$ cat src/rtl/fws_pkg.sv
package fws_pkg;
   localparam int DW       = 24;
   localparam int CW       = $clog2(DW + 1);
   localparam int SELW     = 3;
   localparam int LEN_MIN  = 8;
   localparam int LEN_STEP = 4;
   localparam int NUM_LEN  = 5;
   localparam int MSB_WIDE = DW - 1;
   localparam int MSB_ALT  = 15;

   typedef struct packed {
      logic [CW-1:0] len;
      logic [CW-1:0] msb;
      logic          err;
   } fws_cfg_t;
endpackage

$ cat src/rtl/fws_cfg.sv
module fws_cfg
   import fws_pkg::*;
#(
   parameter int P_LEN_MIN  = LEN_MIN,
   parameter int P_LEN_STEP = LEN_STEP,
   parameter int P_NUM_LEN  = NUM_LEN,
   parameter int P_MSB_ALT  = MSB_ALT
) (
   input  logic            clk,
   input  logic            rst_n,
   input  logic            align_alt,
   input  logic [SELW-1:0] wlen_sel,
   output fws_cfg_t        cfg
);
   localparam int LAST_LEN = P_LEN_MIN + P_LEN_STEP * (P_NUM_LEN - 1);

   if (LAST_LEN != DW) begin : g_bad_len
      $error("length table must end at the register width");
   end
   if (P_MSB_ALT + 1 < P_LEN_MIN) begin : g_bad_alt
      $error("alternate MSB too low for shortest word");
   end
   if (P_NUM_LEN > (1 << SELW)) begin : g_bad_sel
      $error("length code too narrow");
   end

   logic [CW-1:0] len_tab [P_NUM_LEN];
   for (genvar g = 0; g < P_NUM_LEN; g++) begin : g_len
      assign len_tab[g] = CW'(P_LEN_MIN + P_LEN_STEP * g);
   end

   logic          sel_ok;
   logic [CW-1:0] len_sel;

   always_comb begin
      sel_ok  = (int'(wlen_sel) < P_NUM_LEN);
      len_sel = CW'(P_LEN_MIN);
      for (int i = 0; i < P_NUM_LEN; i++) begin
         if (int'(wlen_sel) == i) len_sel = len_tab[i];
      end
      cfg.len = len_sel;
      cfg.msb = align_alt ? CW'(P_MSB_ALT) : CW'(MSB_WIDE);
      cfg.err = !sel_ok || (int'(len_sel) > int'(cfg.msb) + 1);
   end

   // an accepted configuration always fits under its MSB
   a_r1_fits: assert property (@(posedge clk) disable iff (!rst_n)
      !cfg.err |-> (int'(cfg.len) <= int'(cfg.msb) + 1));
endmodule

$ cat src/rtl/fws_tx.sv
module fws_tx
   import fws_pkg::*;
(
   input  logic          clk,
   input  logic          rst_n,
   input  fws_cfg_t      cfg,
   input  logic          tx_load,
   input  logic [DW-1:0] tx_word,
   input  logic          bit_en,
   input  logic          word_start,
   output logic          tx_sd
);
   logic [DW-1:0] hold_q;
   logic [DW-1:0] shr_q;
   logic [CW-1:0] left_q;
   logic [CW-1:0] msb_q;
   logic [CW-1:0] len_q;
   logic          busy_q;

   always_ff @(posedge clk or negedge rst_n) begin
      if (!rst_n) begin
         hold_q <= '0;
      end else if (tx_load) begin
         hold_q <= tx_word;
      end
   end

   always_ff @(posedge clk or negedge rst_n) begin
      if (!rst_n) begin
         shr_q  <= '0;
         left_q <= '0;
         msb_q  <= CW'(MSB_WIDE);
         len_q  <= CW'(LEN_MIN);
         busy_q <= 1'b0;
      end else if (bit_en) begin
         if (word_start) begin
            shr_q  <= cfg.err ? '0 : hold_q;
            left_q <= cfg.len - 1'b1;
            msb_q  <= cfg.msb;
            len_q  <= cfg.len;
            busy_q <= 1'b1;
         end else if (busy_q) begin
            if (left_q == '0) begin
               busy_q <= 1'b0;
            end else begin
               shr_q  <= shr_q << 1;
               left_q <= left_q - 1'b1;
            end
         end
      end
   end

   assign tx_sd = busy_q & shr_q[msb_q];

   // remaining-bit count never reaches the latched length
   a_r3_count_range: assert property (@(posedge clk) disable iff (!rst_n)
      busy_q |-> (left_q < len_q));
   // without a bit enable the serial output stays put
   a_r9_hold: assert property (@(posedge clk) disable iff (!rst_n)
      !$past(bit_en) |-> $stable(tx_sd));
endmodule

$ cat src/rtl/fws_rx.sv
module fws_rx
   import fws_pkg::*;
(
   input  logic          clk,
   input  logic          rst_n,
   input  fws_cfg_t      cfg,
   input  logic          bit_en,
   input  logic          word_start,
   input  logic          rx_sd,
   output logic [DW-1:0] rx_word,
   output logic          rx_done
);
   logic [DW-1:0] acc_q;
   logic [CW-1:0] left_q;
   logic [CW-1:0] msb_q;
   logic [CW-1:0] len_q;
   logic          err_q;
   logic          busy_q;

   logic [DW-1:0] acc_nx;
   logic [DW-1:0] mask;
   logic [DW-1:0] placed;
   logic [CW-1:0] lsb_pos;

   always_comb begin
      acc_nx  = {acc_q[DW-2:0], rx_sd};
      mask    = {DW{1'b1}} >> (CW'(DW) - len_q);
      lsb_pos = msb_q + 1'b1 - len_q;
      placed  = err_q ? '0 : ((acc_nx & mask) << lsb_pos);
   end

   always_ff @(posedge clk or negedge rst_n) begin
      if (!rst_n) begin
         acc_q   <= '0;
         left_q  <= '0;
         msb_q   <= CW'(MSB_WIDE);
         len_q   <= CW'(LEN_MIN);
         err_q   <= 1'b0;
         busy_q  <= 1'b0;
         rx_word <= '0;
         rx_done <= 1'b0;
      end else begin
         rx_done <= 1'b0;
         if (bit_en) begin
            if (word_start) begin
               acc_q  <= {{(DW-1){1'b0}}, rx_sd};
               left_q <= cfg.len - 1'b1;
               msb_q  <= cfg.msb;
               len_q  <= cfg.len;
               err_q  <= cfg.err;
               busy_q <= 1'b1;
            end else if (busy_q) begin
               acc_q  <= acc_nx;
               left_q <= left_q - 1'b1;
               if (left_q == CW'(1)) begin
                  busy_q  <= 1'b0;
                  rx_word <= placed;
                  rx_done <= 1'b1;
               end
            end
         end
      end
   end

   // completion is a single-cycle pulse
   a_r6_done_pulse: assert property (@(posedge clk) disable iff (!rst_n)
      rx_done |=> !rx_done);
   // nothing lands above the latched MSB
   a_r5_upper_zero: assert property (@(posedge clk) disable iff (!rst_n)
      rx_done |-> ((rx_word >> (msb_q + 1'b1)) == '0));
   // an erroneous word reads back as zero
   a_r7_err_zero: assert property (@(posedge clk) disable iff (!rst_n)
      (rx_done && err_q) |-> (rx_word == '0));
   // the word only moves together with the pulse
   a_r6_word_hold: assert property (@(posedge clk) disable iff (!rst_n)
      !rx_done |-> $stable(rx_word));
endmodule

$ cat src/rtl/fws_top.sv
module fws_top
   import fws_pkg::*;
(
   input  logic            clk,
   input  logic            rst_n,
   input  logic            align_alt,
   input  logic [SELW-1:0] wlen_sel,
   input  logic            tx_load,
   input  logic [DW-1:0]   tx_word,
   input  logic            bit_en,
   input  logic            word_start,
   input  logic            rx_sd,
   output logic            tx_sd,
   output logic [DW-1:0]   rx_word,
   output logic            rx_done,
   output logic            cfg_err
);
   fws_cfg_t cfg;

   fws_cfg u_cfg (
      .clk       (clk),
      .rst_n     (rst_n),
      .align_alt (align_alt),
      .wlen_sel  (wlen_sel),
      .cfg       (cfg)
   );

   fws_tx u_tx (
      .clk        (clk),
      .rst_n      (rst_n),
      .cfg        (cfg),
      .tx_load    (tx_load),
      .tx_word    (tx_word),
      .bit_en     (bit_en),
      .word_start (word_start),
      .tx_sd      (tx_sd)
   );

   fws_rx u_rx (
      .clk        (clk),
      .rst_n      (rst_n),
      .cfg        (cfg),
      .bit_en     (bit_en),
      .word_start (word_start),
      .rx_sd      (rx_sd),
      .rx_word    (rx_word),
      .rx_done    (rx_done)
   );

   assign cfg_err = cfg.err;
endmodule

$ cat config.mk
export PLATFORM = sky130hd
export DESIGN_NAME = fws_top
export DESIGN_NICKNAME = d
export VERILOG_FILES = /design/src/rtl/fws_pkg.sv /design/src/rtl/fws_cfg.sv /design/src/rtl/fws_tx.sv /design/src/rtl/fws_rx.sv /design/src/rtl/fws_top.sv
export SDC_FILE = /design/constraint.sdc
export NUM_CORES = 1
export LEC_CHECK = 0
export ABC_AREA = 1
export BUFFER_PORTS_ARGS = -buffer_cell sky130_fd_sc_hd__buf_2
export CORE_UTILIZATION = 30
export DETAILED_ROUTE_END_ITERATION = 10
export SKIP_CTS_REPAIR_TIMING = 1
export SLEW_MARGIN = 30
export SYNTH_ARGS = -nofsm -noshare
export SYNTH_HDL_FRONTEND = slang
export SYNTH_SLANG_ARGS = --single-unit
$ cat constraint.sdc
create_clock -name clk -period 4.75 [get_ports clk]
set_input_delay 0 -clock clk [delete_from_list [all_inputs] [get_ports clk]]
set_output_delay 0 -clock clk [all_outputs]
set_load 0.05 [all_outputs]
==> impl_metrics.tcl, run 1 <==
set metrics [dict create \
    yosysSeqAreaShare_pct 50.8 \
    syn_area_um2 5620 \
    cp_data_required_time_ps 5050 \
    netlist_instances 649 \
    drt_iter0_drc 359 \
    fin_ws_ps 1970 \
    syn2layout_area_growth_pct 23.7 \
    io_buffers 60 \
    wl_per_cell_um 13.8 \
    final_hold_viol_count 1 \
    fin_tns_setup_ps 0 \
    io_pins 61 \
    ir_worst_vdd_uv 278 \
    drc 2 \
    placedCellCount 906 \
    hpwlAfterDp_um 8990 \
    violations "DRC, hold timing" \
    fin_crit_sh_pct 58.5 \
    dr_total_vias 4718 \
    fin_util_pct 38.3 \
    rsz0062_at_grt "false" \
    routed_via_density 4.88 \
    ys_async_sr_fraction_pct 100 \
    cts_buffers 17 \
    ff2ff_setup_slack_ps 1970 \
    maxCapViolations 0 \
    drt_pre_antenna_iters 10 \
    skew_ps 8.08 \
    hold_path.class "in2reg" \
    start_kind "flop" \
    clock_latency_ps 420 \
    end_kind "flop" \
    final_max_slew_viol_count 0 \
    slew_headroom_pct 42.3 \
    cts_tree "built" \
    antenna_found_initial 0 \
    grt.overflow.total 0 \
    ys_warn_count 0 \
    clockBufferDepth 2 \
    htreeDepth 4 \
    drive_above_1_share_pct 19.2 \
    core_area_um2 18100 \
    clock_sinks 114 \
    grt_pass1_wl_um 22300 \
    setup_violations 0 \
    layout_commonest_cell "nand2_1" \
    layout_common_cells "136 x nand2_1, 112 x dfrtp_1, 95 x nand3_1" \
    grt_max_degree 48 \
    ys_ff_latch 114 \
    first_global_vias 4378 \
    rows 49 \
    fmax_mhz 360 \
    post-place-ws_ps 2020 \
    ys.flop_type "dfrtp_1" \
    die_w_um 139 \
    track_usage_pct 14.6 \
    syn_avg_cell_area_um2 8.65 \
    timing.final.crit_period_ps 2780 \
    crit_arrival_ps 3080 \
    dieHeight_um 139 \
    root_buffer "clkbuf_16" \
    initial_utilization_pct 31.0 \
    cts.clk_slew.worst_paths_ps 60 \
    layout.nets 770 \
    dieArea_um2 19300 \
    synth.distinct_cells 33 \
    fin_cells 967 \
    ant_nets 0 \
    antenna_cells 0 \
    path_class "reg2reg" \
    crit_fanout 28 \
    synth_fp_nets 694 \
    power.density_nw_per_um2 422 \
    gp_congestion 0.965 \
    status "finished with violations" \
    power.leakage_nw 3.33 \
    synth_edf_count 0 \
    whs_ps -1.57 \
    tightest_slew_ps 860 \
    wirelength_um 13300 \
]
final timing paths:
| check | startpoint | to | cells past startpoint |
|---|---|---|---|
| setup / recovery | u_rx.len_q[2] | u_rx.rx_word[19] | 7 |
| hold / removal | wlen_sel[0] | u_rx.len_q[2] | 3 |
| setup reg to reg | u_rx.len_q[2] | u_rx.rx_word[19] | 7 |
| hold reg to reg | u_rx.rx_word[11] | u_rx.rx_word[11] | 2 |
| max in group asynchronous | rst_n | u_tx.hold_q[23] | 3 |
| min in group asynchronous | rst_n | u_rx.rx_word[10] | 2 |
power breakdown:
group,internal (mW),switching (mW)
clock network,0.723,0.477
registers,1.08,0.0714
logic,0.200,0.377
total,2.00,0.925
cell usage after synthesis (2+ instances only):
cell type	count	share of area [%]
nand2_2	2	0.22
a21oi_1	51	4.5
nor2_1	40	2.7
a31oi_1	4	0.45
xnor2_1	2	0.31
nand2_1	137	9.2
nand3_1	95	8.5
buf_1	3	0.20
dfrtp_1	112	50
nand4_1	15	1.7
inv_2	4	0.27
inv_1	48	3.2
ha_1	11	2.5
o21ai_0	22	2.0
o21ai_2	8	1.2
xor2_1	2	0.31
mux2_2	24	4.8
clkbuf_1	21	1.4
dfstp_2	2	0.94
buf_2	11	0.98
o22ai_1	22	2.5
nor3_1	2	0.18
logic make-up after synthesis:
logic type                 count (synthesis)  synth area share, %
buffers and inverters                     89                 6.33
and+or+nand+nor                          295                 23.1
adders and majority gates                 11                 2.45
muxes                                     24                 4.81
DFF                                      114                 50.8
xor gates and xnor gates                   6                 1.40
AOI/OAI and AO/OA                        110                 11.1
stage by stage:
step	power, mW	cell area, um2	hold WS, ps
floorplan	1.58	5620	-296
global placement	1.72	6070	203
detailed placement	1.73	6100	-33.6
CTS	2.94	6660	-476
global route	3.09	6950	24.8
finish	2.93	6950	-1.57
state kept, by name, indices dropped and copies added (netlist names):
signal and count:
u_rx.rx_word 24, u_tx.hold_q 24, u_tx.shr_q 24, u_rx.acc_q 23, u_rx.left_q 5, u_tx.left_q 5, u_rx.len_q 3, u_tx.msb_q 2
u_rx.busy_q 1, u_rx.err_q 1, u_rx.rx_done 1, u_tx.busy_q 1
area by class of cell:
| type | count | area [um2] |
|---|---|---|
| Fill cell | 1851 | 11200 |
| Multi-Input combinational cell | 446 | 2410 |
| Tap cell | 229 | 287 |
| Inverter | 53 | 199 |
| Timing Repair Buffer | 93 | 643 |
| Sequential cell | 114 | 2860 |
| Clock buffer | 18 | 429 |
| Clock inverter | 14 | 129 |
worst max-delay path: stages (launching register included):
cell,delay (ps)
dfrtp_1,340
clkinv_1,620
ha_1,910
inv_2,320
nand4_1,230
o21ai_0,110
nand2_1,80
nand2_1,50
metal layers:
layer  GRT usage (%)  vias up  share of wire, %
met5               0        -                 0
met4            5.67        0               1.4
met3            4.21       13               4.8
met2            22.6      126                47
met1            19.1     2227                47
li1                -     2352                 -
Power figures use the tool's default switching activity.
==> inputs of run 2 (changes only) <==
==> constraint.sdc (replaced) <==
create_clock -name clk -period 2.6 [get_ports clk]
set_input_delay 0 -clock clk [delete_from_list [all_inputs] [get_ports clk]]
set_output_delay 0 -clock clk [all_outputs]
set_load 0.05 [all_outputs]
==> impl_metrics.tcl, run 2 (same netlist as run 1, synthesis figures left out) <==
set metrics [dict create \
    hold_path.class "in2reg" \
    dieHeight_um 139 \
    dieArea_um2 19300 \
    reg2reg_depth 11 \
    setup_violations 0 \
    track_usage_pct 14.8 \
    root_buffer "clkbuf_16" \
    antenna_found_initial 0 \
    gp_congestion 0.845 \
    power.density_nw_per_um2 782 \
    min_path_cells 3 \
    ff2ff_setup_slack_ps 470 \
    fmax_mhz 469 \
    swShare_pct 32.1 \
    wl_met2_um 6190 \
    wirelength_um 13300 \
    grt_pass1_wl_um 22600 \
    core_area_um2 18100 \
    fin_util_pct 38.6 \
    switching_power_mw 1.76 \
    hold_path_end "u_rx.len_q[3]" \
    die_w_um 139 \
    rr_endpoint "u_rx.rx_word[13]" \
    routed.top_layer "met4" \
    ant_nets 0 \
    drt_iter0_drc 361 \
    layout_commonest_cell "nand2_1" \
    whs_ps -22.3 \
    skew_ps 13.2 \
    drive_above_1_share_pct 19.9 \
    drc 2 \
    final_hold_viol_count 2 \
    clock_sinks 114 \
    initial_utilization_pct 31.0 \
    rows 49 \
    final_max_slew_viol_count 0 \
    cts.clk_slew.worst_paths_ps 60 \
    grt.overflow.total 0 \
    power_frac_seq_pct 38.5 \
    fin_tns_setup_ps 0 \
    rsz0062_at_grt "false" \
    grt_max_degree 59 \
    maxCapViolations 0 \
    met1Wirelength_um 6270 \
    htreeDepth 4 \
    pwr-share-clk_pct 41.8 \
    layout_common_cells "137 x nand2_1, 112 x dfrtp_1, 95 x nand3_1" \
    cts_buffers 17 \
    fin_cells 973 \
    layout.nets 776 \
    drt_pre_antenna_iters 8 \
    p_int_mw 3.72 \
    wl_per_cell_um 13.7 \
    cp_data_required_time_ps 2960 \
    first_global_vias 4496 \
    status "finished with violations" \
    ir_worst_vdd_uv 522 \
    violations "DRC, hold timing" \
    dr_total_vias 4702 \
    clock_latency_ps 420 \
    routed_via_density 4.83 \
    p_comb_share_pct 19.7 \
    start_kind "flop" \
    wl_met3_um 611 \
    antenna_cells 0 \
    end_kind "flop" \
    placedCellCount 912 \
    path_class "reg2reg" \
    cts_tree "built" \
    timing.final.crit_period_ps 2130 \
    r2r-start "u_rx.len_q[3]" \
    crit_fanout 17 \
    top_regs "u_rx.rx_word: 24 flops, u_tx.hold_q: 24 flops, u_tx.shr_q: 24 flops" \
    clockBufferDepth 2 \
    slew_headroom_pct 51.7 \
    fin_crit_sh_pct 82.0 \
    p_total_mw 5.48 \
    io_pins 61 \
    power.leakage_nw 3.37 \
    min_from "wlen_sel[2]" \
    hpwlAfterDp_um 9020 \
    syn2layout_area_growth_pct 24.8 \
    crit_arrival_ps 2490 \
    tightest_slew_ps 724 \
    io_buffers 60 \
]
run 2: power groups by stage:
stage	clock network, mW	registers [mW]	logic (mW)
finish	2.29	2.11	1.08
global route	2.41	2.13	1.22
CTS	2.34	2.11	1.05
detailed placement	0	2.14	1.05
global placement	0	2.14	1.05
floorplan	0	2.16	0.728
run 2: per-layer routing:
| metal | up-vias | track usage [%] |
|---|---|---|
| met3 | 16 | 4.21 |
| met5 | - | 0 |
| met4 | 0 | 5.50 |
| met2 | 132 | 22.8 |
| li1 | 2362 | - |
| met1 | 2192 | 19.7 |
run 2: final cells by class:
type	count	area (um2)
tap	229	287
fill	1825	11100
clock inverter	14	144
sequential	114	2860
inverter	53	199
multi-input combinational	446	2410
clock buffer	18	439
timing repair buffer	99	681
run 2: worst max-delay path, cell delays in order (launching register included):
cell and delay, ps:
dfstp_2 570, ha_1 230, inv_1 50, ha_1 150, inv_1 40, nand2_1 40
nand2_1 120, xor2_4 320, nand2_4 220, inv_2 170, nand3_1 90, nand2_1 60
run 2: metrics by stage:
step	setup slack [ps]	area, um2	hold WS [ps]
floorplan	372	5620	-296
global placement	504	6140	-26.9
detailed placement	465	6140	-25.4
CTS	452	6720	-478
global route	292	7010	3.79
finish	468	7010	-22.3
run 2: worst max-delay path by stage:
stage	end	cells after the start	startpoint	slack [ps]
2_1_floorplan	u_rx.rx_word[8]	10	u_rx.len_q[2]	370
3_3_place_gp	u_rx.rx_word[13]	11	u_rx.len_q[3]	500
3_5_place_dp	u_rx.rx_word[13]	11	u_rx.len_q[3]	460
4_1_cts	u_rx.rx_word[13]	11	u_rx.len_q[3]	450
5_1_grt	u_rx.rx_word[14]	11	u_rx.len_q[3]	290
6_report	u_rx.rx_word[13]	11	u_rx.len_q[3]	470
